--- config.mk ---
export PLATFORM = sky130hd
export DESIGN_NAME = rtc_calendar_core
export DESIGN_NICKNAME = d
export VERILOG_FILES = /design/src/rtl/rtc_calendar_core.sv
export SDC_FILE = /design/constraint.sdc
export NUM_CORES = 1
export LEC_CHECK = 0
export ABC_CLOCK_PERIOD_IN_PS = 10500
export BUFFER_PORTS_ARGS = -buffer_cell sky130_fd_sc_hd__buf_2
export CORE_UTILIZATION = 55
export DETAILED_ROUTE_END_ITERATION = 10
export PLACE_DENSITY_LB_ADDON = 0.08
export SYNTH_ARGS = -nofsm -noshare
export SYNTH_HDL_FRONTEND = slang
export SYNTH_SLANG_ARGS = --single-unit
--- constraint.sdc ---
create_clock -name clk -period 10.5 [get_ports clk]
set_clock_uncertainty 0.2 [all_clocks]
set_input_delay 2.1 -clock clk [delete_from_list [all_inputs] [get_ports clk]]
set_output_delay 2.1 -clock clk [all_outputs]
set_load 0.005 [all_outputs]
--- src/rtl/rtc_calendar_core.sv ---
module rtc_calendar_core #(
  parameter int TICKS_PER_SEC = 32768,
  parameter int UIP_LEAD      = 8,
  parameter int UPD_TICKS     = 65
)(
  input  logic       clk,
  input  logic       rst_n,
  input  logic       tick_i,
  input  logic       wr_i,
  input  logic [3:0] addr_i,
  input  logic [7:0] wdata_i,
  output logic [7:0] rdata_o,
  output logic       update_done_o,
  output logic       alarm_o
);
  localparam int DW = $clog2(TICKS_PER_SEC);
  localparam int WW = $clog2(UPD_TICKS + 1);

  logic [7:0]    tm_q [0:9];
  logic [6:0]    a_q;
  logic [7:0]    b_q;
  logic [DW-1:0] div_cnt;
  logic [WW-1:0] win_cnt;
  logic          in_upd;

  function automatic logic [6:0] to_bin(input logic [7:0] v, input logic bin);
    return bin ? v[6:0] : ({3'b0, v[7:4]} * 7'd10 + {3'b0, v[3:0]});
  endfunction

  function automatic logic [7:0] from_bin(input logic [6:0] v, input logic bin);
    return bin ? {1'b0, v} : 8'((v / 7'd10) * 8'd16 + (v % 7'd10));
  endfunction

  wire bin      = b_q[2];
  wire h24      = b_q[1];
  wire running  = a_q[6:4] == 3'b010;
  wire dv_rst   = a_q[6:5] == 2'b11;
  wire last     = div_cnt == DW'(TICKS_PER_SEC - 1);
  wire step     = tick_i && running && last && !b_q[7];
  wire uip      = (running && !b_q[7] && div_cnt >= DW'(TICKS_PER_SEC - UIP_LEAD)) || in_upd;

  logic [6:0] s, m, h, dw, dm, mo, yr, mdays;
  logic [6:0] ns, nm, nh, ndw, ndm, nmo, nyr;
  logic       pm, npm, c_min, c_hr, c_day, c_mo;
  logic [7:0] nxt_s, nxt_m, nxt_hr, hr_raw;
  logic       hit;

  always_comb begin
    s  = to_bin(tm_q[0], bin);
    m  = to_bin(tm_q[2], bin);
    h  = to_bin({1'b0, tm_q[4][6:0]}, bin);
    pm = tm_q[4][7];
    dw = to_bin(tm_q[6], bin);
    dm = to_bin(tm_q[7], bin);
    mo = to_bin(tm_q[8], bin);
    yr = to_bin(tm_q[9], bin);

    c_min = s == 7'd59;
    ns    = c_min ? 7'd0 : s + 7'd1;
    c_hr  = c_min && m == 7'd59;
    nm    = c_min ? (m == 7'd59 ? 7'd0 : m + 7'd1) : m;

    nh = h; npm = pm; c_day = 1'b0;
    if (c_hr) begin
      if (h24) begin
        if (h == 7'd23) begin nh = 7'd0; c_day = 1'b1; end
        else nh = h + 7'd1;
      end else begin
        if (h == 7'd12) nh = 7'd1;
        else if (h == 7'd11) begin nh = 7'd12; npm = ~pm; c_day = pm; end
        else nh = h + 7'd1;
      end
    end

    case (mo)
      7'd2:                   mdays = (yr[1:0] == 2'b00) ? 7'd29 : 7'd28;
      7'd4, 7'd6, 7'd9, 7'd11: mdays = 7'd30;
      default:                mdays = 7'd31;
    endcase

    ndw  = c_day ? (dw >= 7'd7 ? 7'd1 : dw + 7'd1) : dw;
    c_mo = c_day && dm >= mdays;
    ndm  = c_day ? (c_mo ? 7'd1 : dm + 7'd1) : dm;
    nmo  = c_mo ? (mo >= 7'd12 ? 7'd1 : mo + 7'd1) : mo;
    nyr  = (c_mo && mo >= 7'd12) ? (yr >= 7'd99 ? 7'd0 : yr + 7'd1) : yr;

    nxt_s  = from_bin(ns, bin);
    nxt_m  = from_bin(nm, bin);
    hr_raw = from_bin(nh, bin);
    nxt_hr = {h24 ? 1'b0 : npm, hr_raw[6:0]};
    hit    = nxt_s == tm_q[1] && nxt_m == tm_q[3] && nxt_hr == tm_q[5];
  end

  always_ff @(posedge clk) begin
    if (!rst_n) begin
      for (int i = 0; i < 10; i++) tm_q[i] <= 8'h00;
      tm_q[6]       <= 8'h01;
      tm_q[7]       <= 8'h01;
      tm_q[8]       <= 8'h01;
      a_q           <= 7'h20;
      b_q           <= 8'h02;
      div_cnt       <= '0;
      win_cnt       <= '0;
      in_upd        <= 1'b0;
      update_done_o <= 1'b0;
      alarm_o       <= 1'b0;
    end else begin
      update_done_o <= 1'b0;
      alarm_o       <= 1'b0;
      if (dv_rst) div_cnt <= '0;
      else if (tick_i && running) div_cnt <= last ? '0 : div_cnt + 1'b1;
      if (tick_i && in_upd) begin
        if (win_cnt == '0) begin
          in_upd        <= 1'b0;
          update_done_o <= 1'b1;
        end else win_cnt <= win_cnt - 1'b1;
      end
      if (step) begin
        tm_q[0] <= nxt_s;
        tm_q[2] <= nxt_m;
        tm_q[4] <= nxt_hr;
        tm_q[6] <= from_bin(ndw, bin);
        tm_q[7] <= from_bin(ndm, bin);
        tm_q[8] <= from_bin(nmo, bin);
        tm_q[9] <= from_bin(nyr, bin);
        in_upd  <= 1'b1;
        win_cnt <= WW'(UPD_TICKS - 1);
        alarm_o <= hit;
      end
      if (wr_i) begin
        case (addr_i)
          4'd10:   a_q <= wdata_i[6:0];
          4'd11:   b_q <= wdata_i;
          4'd12, 4'd13, 4'd14, 4'd15: ;
          default: tm_q[addr_i] <= wdata_i;
        endcase
      end
    end
  end

  always_comb begin
    case (addr_i)
      4'd10:   rdata_o = {uip, a_q};
      4'd11:   rdata_o = b_q;
      4'd13:   rdata_o = 8'h80;
      4'd12, 4'd14, 4'd15: rdata_o = 8'h00;
      default: rdata_o = tm_q[addr_i];
    endcase
  end
endmodule


# [Yosys cells after proc, flatten, opt, wreduce, memory -nomap -nowiden]
# Memories as Yosys holds them, arrays and structs flattened.
# Index checks and enable logic that the tools add are counted.
[word_totals] regBits=40 mem_bits_rw=80 in_bits=16 out_inout_bits=10 wordCells=219 n_memories=1
[mem_list] name="tm_q" words=10 width=8 read_ports=11 rd_ports_with_merged_regs=0 write_ports=10 line_no="19" source="logic [7:0] tm_q [0:9];"
[classes] addsub=23 n_mul=7 div_mod_pow=14 magnitude_cmp=5 n_eq_ne=29 muxes=71 bitwise_logic=31 n_reduce_logical=30
[ops] operator="$mux 7" count=27
[ops] operator="$mux 8" count=17
[ops] operator="$div 7x4->8 const B" count=7
[ops] operator="$mod 7x4->8 const B" count=7
[ops] operator="$add 7x1->7 const B" count=7
[ops] operator="$add 7x4->7" count=7
[ops] operator="$add 8x8->8" count=6
[ops] operator="$mul 4x3->6 const B" count=6
[ops] operator="$pmux 8 s4" count=1
[ops] operator="$eq 7x4->1 const B" count=4
[ops] operator="$eq 4x4->1 const A" count=6
[ops] operator="$eq 4x4->1 const B" count=6
[ops] operator="$eq 8x8->1" count=3
[ops] operator="$mux 1" count=23
[ops] operator="$add 15x1->15 const B" count=1
[ops] operator="$eq 15x15->1 const B" count=1
[ops] operator="$ge 15x15->1 const B" count=1
[ops] operator="$mux 15" count=1
[ops] operator="$eq 7x3->1 const B" count=2
[ops] operator="$eq 7x6->1 const B" count=2
[ops] operator="$reduce_and 2->1" count=7
[ops] operator="$and 1x1->1" count=12
[ops] operator="$logic_and 1x1->1" count=11
[ops] operator="$or 1x1->1" count=10
[ops] operator="other kinds (25)" count=35

# [Depth between registers and ports, before layout]
# Gate-level depths: netlist of run 1.
# An unclocked memory read counts as a cell.
[logic_depth] word_depth=16 depth_mapped=38 mapped_depth_nobuf=30

# [Least setup slack after synthesis of run 1]
# OpenSTA, ideal clock, no wires.
[synth_path] kind="flip-flop to flip-flop" start="register b_q[2]" end="register alarm_o" setup_ps=88 t_arrival_ps=7256 path_slack_ps=2956 stages_incl_launch_ff=38 synth_period_minus_slack_ps=7544 cell_sequence="dfxtp_1 buf_4 buf_4 buf_2 buf_4 buf_6 buf_2 clkbuf_1 buf_1 buf_1 mux2_2 ha_1 clkbuf_1 o211ai_1 nor4_1 nor4b_4 xor2_1 o21ai_1 [2 not listed] o221a_2 xnor2_1 ha_1 inv_1 a21o_1 and2_1 inv_1 fa_1 xnor2_1 nor2_1 nand4_1 o21ai_0 nand4_1 nor4_1 nand4_1 nor4b_1 nand4_1 nor4_2"
[synth_between] elab_chain_cells=11 word_cells_on_any_way=41 classes_between="add/sub: 6; div: 6; eq/ne: 8; mux: 18; reduce/logical: 3"
[synth_rtl] item="start, declared" line_no="21" source="logic [7:0] b_q;"
[synth_rtl] item="start signal, assigned" line_no="133" source="4'd11: b_q <= wdata_i;"
[synth_rtl] item="$mux 7" line_no="27" source="return bin ? v[6:0] : ({3'b0, v[7:4]} * 7'd10 + {3'b0, v[3:0]});"
[synth_rtl] item="$add 7x1->7 or $eq 7x4->1 (tied branches)" line_no="67, 71, 70"
[synth_rtl] item="$mux 7" line_no="70" source="else if (h == 7'd11) begin nh = 7'd12; npm = ~pm; c_day = pm; end"
[synth_rtl] item="$mux 7" line_no="69" source="if (h == 7'd12) nh = 7'd1;"
[synth_rtl] item="$mux 7" line_no="65" source="if (h24) begin"
[synth_rtl] item="$mux 7" line_no="64" source="if (c_hr) begin"
[synth_rtl] item="$mod 7x4->8 or $div 7x4->8 (tied branches)" line_no="31" source="return bin ? {1'b0, v} : 8'((v / 7'd10) * 8'd16 + (v % 7'd10));"
[synth_rtl] item="$add 7x7->7" line_no="31"
[synth_rtl] item="$mux 7" line_no="31"
[synth_rtl] item="$eq 8x8->1" line_no="91" source="hit = nxt_s == tm_q[1] && nxt_m == tm_q[3] && nxt_hr == tm_q[5];"
[synth_rtl] item="$logic_and 1x1->1 *" line_no="91"
[synth_rtl] item="end signal, assigned" line_no="128" source="alarm_o <= hit;"
[synth_rtl] item="end, declared" line_no="14" source="output logic alarm_o"
# Every way passes the cells marked *; elsewhere a longest branch is shown, timed or not.
# A chain may end at the register's enable or synchronous reset.

==> metrics.md, run 1 <==
| Metric | Value |
|---|---|
| Fillers | `2435` |
| Setup TNS | `0 ns` |
| Internal Power | `0.00160 W` |
| Max stage delay on crit path | `0.73 ns` |
| Area delta synth->final | `5.84%` |
| Clk_lat worst skew | `0.42 ns` |
| Post-Syn Area | `0.0152 mm²` |
| Post-CTS sizing | `0` |
| DRT Pass-1 Iters | `8` |
| Power share of the sequential group | `0.193` |
| #FFs+latches synth | `120` |
| I/O Pins | `26` |
| Synth unique cells | `124` |
| Pre-CTS WS | `2.53 ns` |
| Via/cell ratio | `6.76` |
| HPWL Detailed | `35100 µm` |
| Fin nets | `1943` |
| Minimum clock period | `8.11 ns` |
| Worst endpoint data arrival time | `8.08 ns` |
| Diode count | `0` |
| Max Clock Freq | `123 MHz` |
| Post-Syn Area per Cell | `8.29 µm²` |
| RSZ-0062 raised after global routing | `no` |
| Max-cap violations | `0` |
| Die height | `168 µm` |
| Core Box Area | `0.0270 mm²` |
| H-tree depth | `4` |
| Final Max Tran Viols | `0` |
| Setup CP Type | `flip-flop to flip-flop` |
| Count leader, synth | `nand2_1` |
| Synth Flop Type | `edfxtp_1` |
| Post-synth EDFFs | `80` |
| Slew margin rel. | `0.231` |
| Clock network power share | `0.211` |
| Sink Count | `120` |
| Fraction of layout cells with a size suffix above 1 | `0.107` |
| Antenna violations before repair | `0` |
| Sequential area share after synthesis | `0.211` |
| Biggest area consumer among synthesized cells | `edfxtp_1` |
| WL/cell | `21.8 µm` |
| Hold_buf cts | `0` |
| Drt total wl | `47100 µm` |
| Final Worst Setup Slack | `2.39 ns` |
| Die area | `0.0283 mm²` |
| Row count | `60` |
| Residual DRC | `0` |
| Critical path launch point type | `flip-flop` |
| Hold WS | `0.290 ns` |
| Post-synth ARST share | `0` |
| Hold Fails Final Rpt | `0` |
| Finished Core Util | `0.596` |
| Post-CTS setup buffer count | `0` |
| DR iter-0 viols | `1634` |
| Post-synthesis instance total | `1834` |
| GPL Wtd Cong | `0.954` |
| Aggregate global-route resource usage | `0.335` |
| Fin crit share | `0.773` |
| DR vias | `14600` |
| Final setup viols | `0` |
| Slew @ Worst Pin | `1.14 ns` |
| CTS root buf | `clkbuf_16` |
| # port buffers | `25` |
| Most common cell on crit path | `ha_1` |
| Maximum vdd drop | `0.120 mV` |
| Post-synth top area share | `0.158` |
| Slowest-stage cell, CP | `a311oi_2` |
| Worst path required time | `10.46 ns` |
| CTS Buf Count | `17` |
| M2 GR Usage | `0.542` |
| GR Util met1 | `0.449` |
| Largest net degree at the start of global routing | `71` |
| Most Crowded Layer GR | `met2` |
| Share of power burned in combinational logic | `0.596` |
| Bufs on Longest Clock Path | `2` |
| Worst setup EP type | `flip-flop` |
| Net Sw Power | `0.00131 W` |
| Clk slew on worst S/H paths | `0.06 ns` |
| Switching share of power | `0.451` |
| Static leakage | `6.07 nW` |
| Initial core utilization | `0.563` |
| PD cells | `181 mW/mm²` |
| Crit-path max FO | `13` |
| HP Class | `flip-flop to flip-flop` |
| Syn. warnings | `0` |
| Power Total | `0.00292 W` |
| Status | `completed` |
| Die width | `168 µm` |
| Met3 Use GR | `0.0423` |
| Routed Antenna Nets | `0` |
| First-pass GRT wire length | `74600 µm` |
| Synth top area cells | `edfxtp_1 (16%), ha_1 (7.7%), dfxtp_1 (5.3%)` |
| Overflow left after global routing | `0` |
| CTS tree | `done` |
| Post-synth top cells | `nand2_1 (187), nor2_1 (146), o21ai_0 (108), a21oi_1 (101), ha_1 (94)` |
| Vias in the first global route | `13400` |
cells in the final DEF, fill, tap and decap left out, drive strengths merged, types with 30 or more instances in the layout:
master	netlist	final
nor2	150	150
xor2	43	43
a31oi	32	32
a211oi	30	30
a21oi	104	104
and2	45	45
nand2	190	190
inv	67	69
buf	42	41
mux2i	53	53
edfxtp	80	80
xnor2	81	81
dfxtp	40	40
o21ai	123	123
ha	94	94
nor3	60	60
nand3	61	61
kinds of logic after synthesis:
logic type	share of synthesized area
AND/OR/NAND/NOR	0.237
AO/OA/AOI/OAI	0.239
buffers and inverters	0.0452
XOR/XNOR	0.0739
flip-flops	0.211
adder cells (fa/ha/maj)	0.105
multiplexers	0.0884
other	0.000247
cell type report:
class	instances	area, µm²	share of cell area
Multi-Input combinational cell	1566	11400	0.706
Clock inverter	12	174	0.0108
Tap cell	341	427	0.0265
Sequential cell	120	3210	0.199
Clock buffer	20	437	0.0271
Timing Repair Buffer	41	245	0.0152
Inverter	67	251	0.0156
through the flow:
stage	instance area, µm²	cells
final	16100	2167
after global routing	16100	2167
after CTS	16100	2167
after detailed placement	15500	2135
after global placement	15500	2135
after floorplan	15200	1844
routing by layer:
metal	up-vias	routed length [µm]
li1	6842	-
met1	6925	20000
met2	742	21400
met4	0	2130
met3	134	3550
met5	-	0
power groups by stage:
stage                     registers (W)  clock network, W  logic [W]
after floorplan                0.000552                 0    0.00135
after global placement         0.000569                 0    0.00168
after detailed placement       0.000570                 0    0.00169
after CTS                      0.000560          0.000616    0.00171
after global routing           0.000563          0.000637    0.00191
final                          0.000561          0.000616    0.00174
sequential cells by signal (all words and copies together), names as in the netlist:
name,cells
a_q,7
b_q,8
win_cnt,7
in_upd,1
update_done_o,1
div_cnt,15
alarm_o,1
tm_q,80
final timing paths:
| kind | start | to | slack (ns) | cells after the start |
|---|---|---|---|---|
| worst min-delay path | in_upd | update_done_o | 0.29 | 2 |
| worst min register to register | in_upd | update_done_o | 0.29 | 2 |
| worst max register to register | tm_q[8][5] | tm_q[9][7] | 2.39 | 28 |
| worst max-delay path | tm_q[8][5] | tm_q[9][7] | 2.39 | 28 |
worst max-delay path, delay by kind of cell, from the launching register on:
family	cells	cell delay [ns]
buffers and inverters	1	0.08
AOI/OAI and AO/OA	11	3.31
and+or+nand+nor	7	1.54
xor gates and xnor gates	3	0.53
DFF	1	0.50
adders and majority gates	6	1.67
(Power assumes the default switching activity.)
==> run 2, diff against run 1 <==
--- a/config.mk
+++ b/config.mk
@@ -5,7 +5,7 @@
 export SDC_FILE = /design/constraint.sdc
 export NUM_CORES = 1
 export LEC_CHECK = 0
-export ABC_CLOCK_PERIOD_IN_PS = 10500
+export ABC_CLOCK_PERIOD_IN_PS = 7400
 export BUFFER_PORTS_ARGS = -buffer_cell sky130_fd_sc_hd__buf_2
 export CORE_UTILIZATION = 55
 export DETAILED_ROUTE_END_ITERATION = 10
==> constraint.sdc (replaced) <==
create_clock -name clk -period 7.4 [get_ports clk]
set_clock_uncertainty 0.2 [all_clocks]
set_input_delay 1.48 -clock clk [delete_from_list [all_inputs] [get_ports clk]]
set_output_delay 1.48 -clock clk [all_outputs]
set_load 0.005 [all_outputs]
==> metrics.md, run 2 (synthesized netlist as in run 1, its figures left out) <==
| Metric | Value |
|---|---|
| Status | `completed` |
| GPL Wtd Cong | `0.957` |
| Aggregate global-route resource usage | `0.359` |
| Hold_sp | `in_upd` |
| Residual DRC | `0` |
| Top Registers | `tm_q (80), div_cnt (15), b_q (8)` |
| Overflow left after global routing | `0` |
| Minimum clock period | `7.26 ns` |
| Slew margin rel. | `0.184` |
| Area delta synth->final | `9.28%` |
| Net Sw Power | `0.00199 W` |
| Post-Place Cell Area | `0.0159 mm²` |
| Static leakage | `6.40 nW` |
| Clk slew on worst S/H paths | `0.06 ns` |
| Diode count | `0` |
| CTS tree | `done` |
| Crit-path max FO | `9` |
| Bufs on Longest Clock Path | `2` |
| CTS root buf | `clkbuf_16` |
| Met2 WL post-DR | `22600 µm` |
| Final Worst Setup Slack | `0.139 ns` |
| HP Class | `flip-flop to flip-flop` |
| Switching share of power | `0.465` |
| DR top layer | `met4` |
| Slew @ Worst Pin | `1.21 ns` |
| Internal Power | `0.00228 W` |
| R2R setup slack | `0.14 ns` |
| Clk_lat worst skew | `0.43 ns` |
| Number of flip-flops under the largest register name | `80` |
| First-pass GRT wire length | `79100 µm` |
| Path depth of the worst reg2reg path | `27` |
| RR Startpoint | `tm_q[0][7]` |
| RSZ-0062 raised after global routing | `yes` |
| Hold Fails Final Rpt | `0` |
| Fin nets | `2000` |
| Hold_buf cts | `0` |
| Final Max Tran Viols | `0` |
| Row count | `60` |
| Clock network power share | `0.191` |
| Setup CP Type | `flip-flop to flip-flop` |
| Initial core utilization | `0.563` |
| DR vias | `15100` |
| Critical R2R Capture | `alarm_o` |
| Sink Count | `120` |
| Fillers | `2414` |
| Hold-critical path depth | `2` |
| Reg with most FFs | `tm_q` |
| Via/cell ratio | `6.77` |
| PD cells | `257 mW/mm²` |
| Vias in the first global route | `13900` |
| Met1 WL | `21500 µm` |
| Max-cap violations | `0` |
| Largest net degree at the start of global routing | `56` |
| Power Total | `0.00427 W` |
| DR iter-0 viols | `1693` |
| Maximum vdd drop | `0.130 mV` |
| CTS Buf Count | `17` |
| HPWL Detailed | `38300 µm` |
| I/O Pins | `26` |
| Fin crit share | `0.981` |
| Power share of the sequential group | `0.186` |
| Pre-CTS WS | `0.105 ns` |
| Critical path launch point type | `flip-flop` |
| Routed Antenna Nets | `0` |
| H-tree depth | `4` |
| Worst endpoint data arrival time | `7.40 ns` |
| Core Box Area | `0.0270 mm²` |
| Die width | `168 µm` |
| Design area | `0.0166 mm²` |
| WL/cell | `22.8 µm` |
| Hold Path Sink | `update_done_o` |
| Share of power burned in combinational logic | `0.623` |
| Die area | `0.0283 mm²` |
| Worst path required time | `7.54 ns` |
| Final setup viols | `0` |
| Antenna violations before repair | `0` |
| Die height | `168 µm` |
| Max Clock Freq | `138 MHz` |
| Metal3 WL | `3780 µm` |
| Worst setup EP type | `flip-flop` |
| Drt total wl | `50600 µm` |
| Commonest non-fill, non-tap cells in the layout | `nand2_1 (187), nor2_1 (145), o21ai_0 (107), a21oi_1 (101), ha_1 (94)` |
| Fraction of layout cells with a size suffix above 1 | `0.142` |
| # port buffers | `25` |
| DRT Pass-1 Iters | `6` |
| Leading cell type in the layout, fill and taps excluded | `nand2_1` |
==> run 2: cell count changes in the layout (fill, tap and decap cells not counted), sizes merged <==
cell	before	now
bufinv	4	0
clkinv	4	9
buf	41	98
clkinvlp	2	0
clkbuf	20	21
==> run 2: worst max path at each step <==
stage / startpoint / end / slack [ns] / cells after the start
final: tm_q[0][7] / alarm_o / 0.14 / 27
after global routing: tm_q[0][7] / alarm_o / -0.30 / 27
after CTS: tm_q[0][7] / alarm_o / 0.05 / 26
after detailed placement: tm_q[0][7] / alarm_o / 0.11 / 26
after global placement: tm_q[0][7] / alarm_o / 0.28 / 29
after floorplan: b_q[2] / alarm_o / 0.04 / 37
==> run 2: layer usage <==
| metal | vias up | GRT usage |
|---|---|---|
| met1 | 7206 | 0.483 |
| met4 | 0 | 0.175 |
| met2 | 727 | 0.566 |
| li1 | 6960 | - |
| met5 | - | 0 |
| met3 | 159 | 0.0484 |
==> run 2: cell type report <==
cell class              instances  area [µm²]  area share
clock buffers                  21         503      0.0303
clock inverters                11        85.1     0.00512
inverters                      67         251      0.0151
multi-input cells            1566       11500       0.690
flip-flops and latches        120        3210       0.193
well taps                     341         427      0.0257
repair buffers                 98         673      0.0405
==> run 2: timing repair <==
item	4_1_cts	5_1_grt
gates resized for setup	0	15
endpoints found under the setup margin	0	10
buffers inserted	0	9
==> run 2: worst max-delay path, stage by stage (launching register included) <==
cell	delay, ns
edfxtp_1	0.45
ha_1	0.31
ha_1	0.19
inv_1	0.06
fa_1	0.48
nand2b_1	0.23
mux2_4	0.31
o31ai_4	0.25
buf_4	0.20
nand4_4	0.25
or4_4	0.62
and2_1	0.25
nand2_2	0.17
a21oi_1	0.09
o211ai_1	0.32
inv_1	0.16
ha_1	0.21
nor3_1	0.23
fa_1	0.53
xnor2_2	0.22
nand4_1	0.10
o21ai_0	0.13
nand4_1	0.13
nor4_1	0.30
nand4_1	0.15
nor4b_2	0.27
nand4_1	0.13
nor4_2	0.23
==> run 2: metrics by stage <==
| stage | cells | TNS, ns | hold slack [ns] | util |
|---|---|---|---|---|
| 3_3_place_gp | 2183 | 0 | 0.271 | 0.587 |
| 6_report | 2224 | 0 | 0.279 | 0.615 |
| 4_1_cts | 2215 | 0 | 0.275 | 0.609 |
| 3_5_place_dp | 2183 | 0 | 0.266 | 0.587 |
| 5_1_grt | 2224 | -0.299 | 0.302 | 0.615 |
| 2_1_floorplan | 1844 | 0 | 0.241 | - |
==> run 2: power groups by stage <==
| stage | logic, W | clock network, W | registers (W) |
|---|---|---|---|
| finish | 0.00266 | 0.000816 | 0.000794 |
| global route | 0.00290 | 0.000850 | 0.000796 |
| CTS | 0.00256 | 0.000817 | 0.000792 |
| detailed placement | 0.00255 | 0 | 0.000806 |
| global placement | 0.00253 | 0 | 0.000806 |
| floorplan | 0.00192 | 0 | 0.000784 |
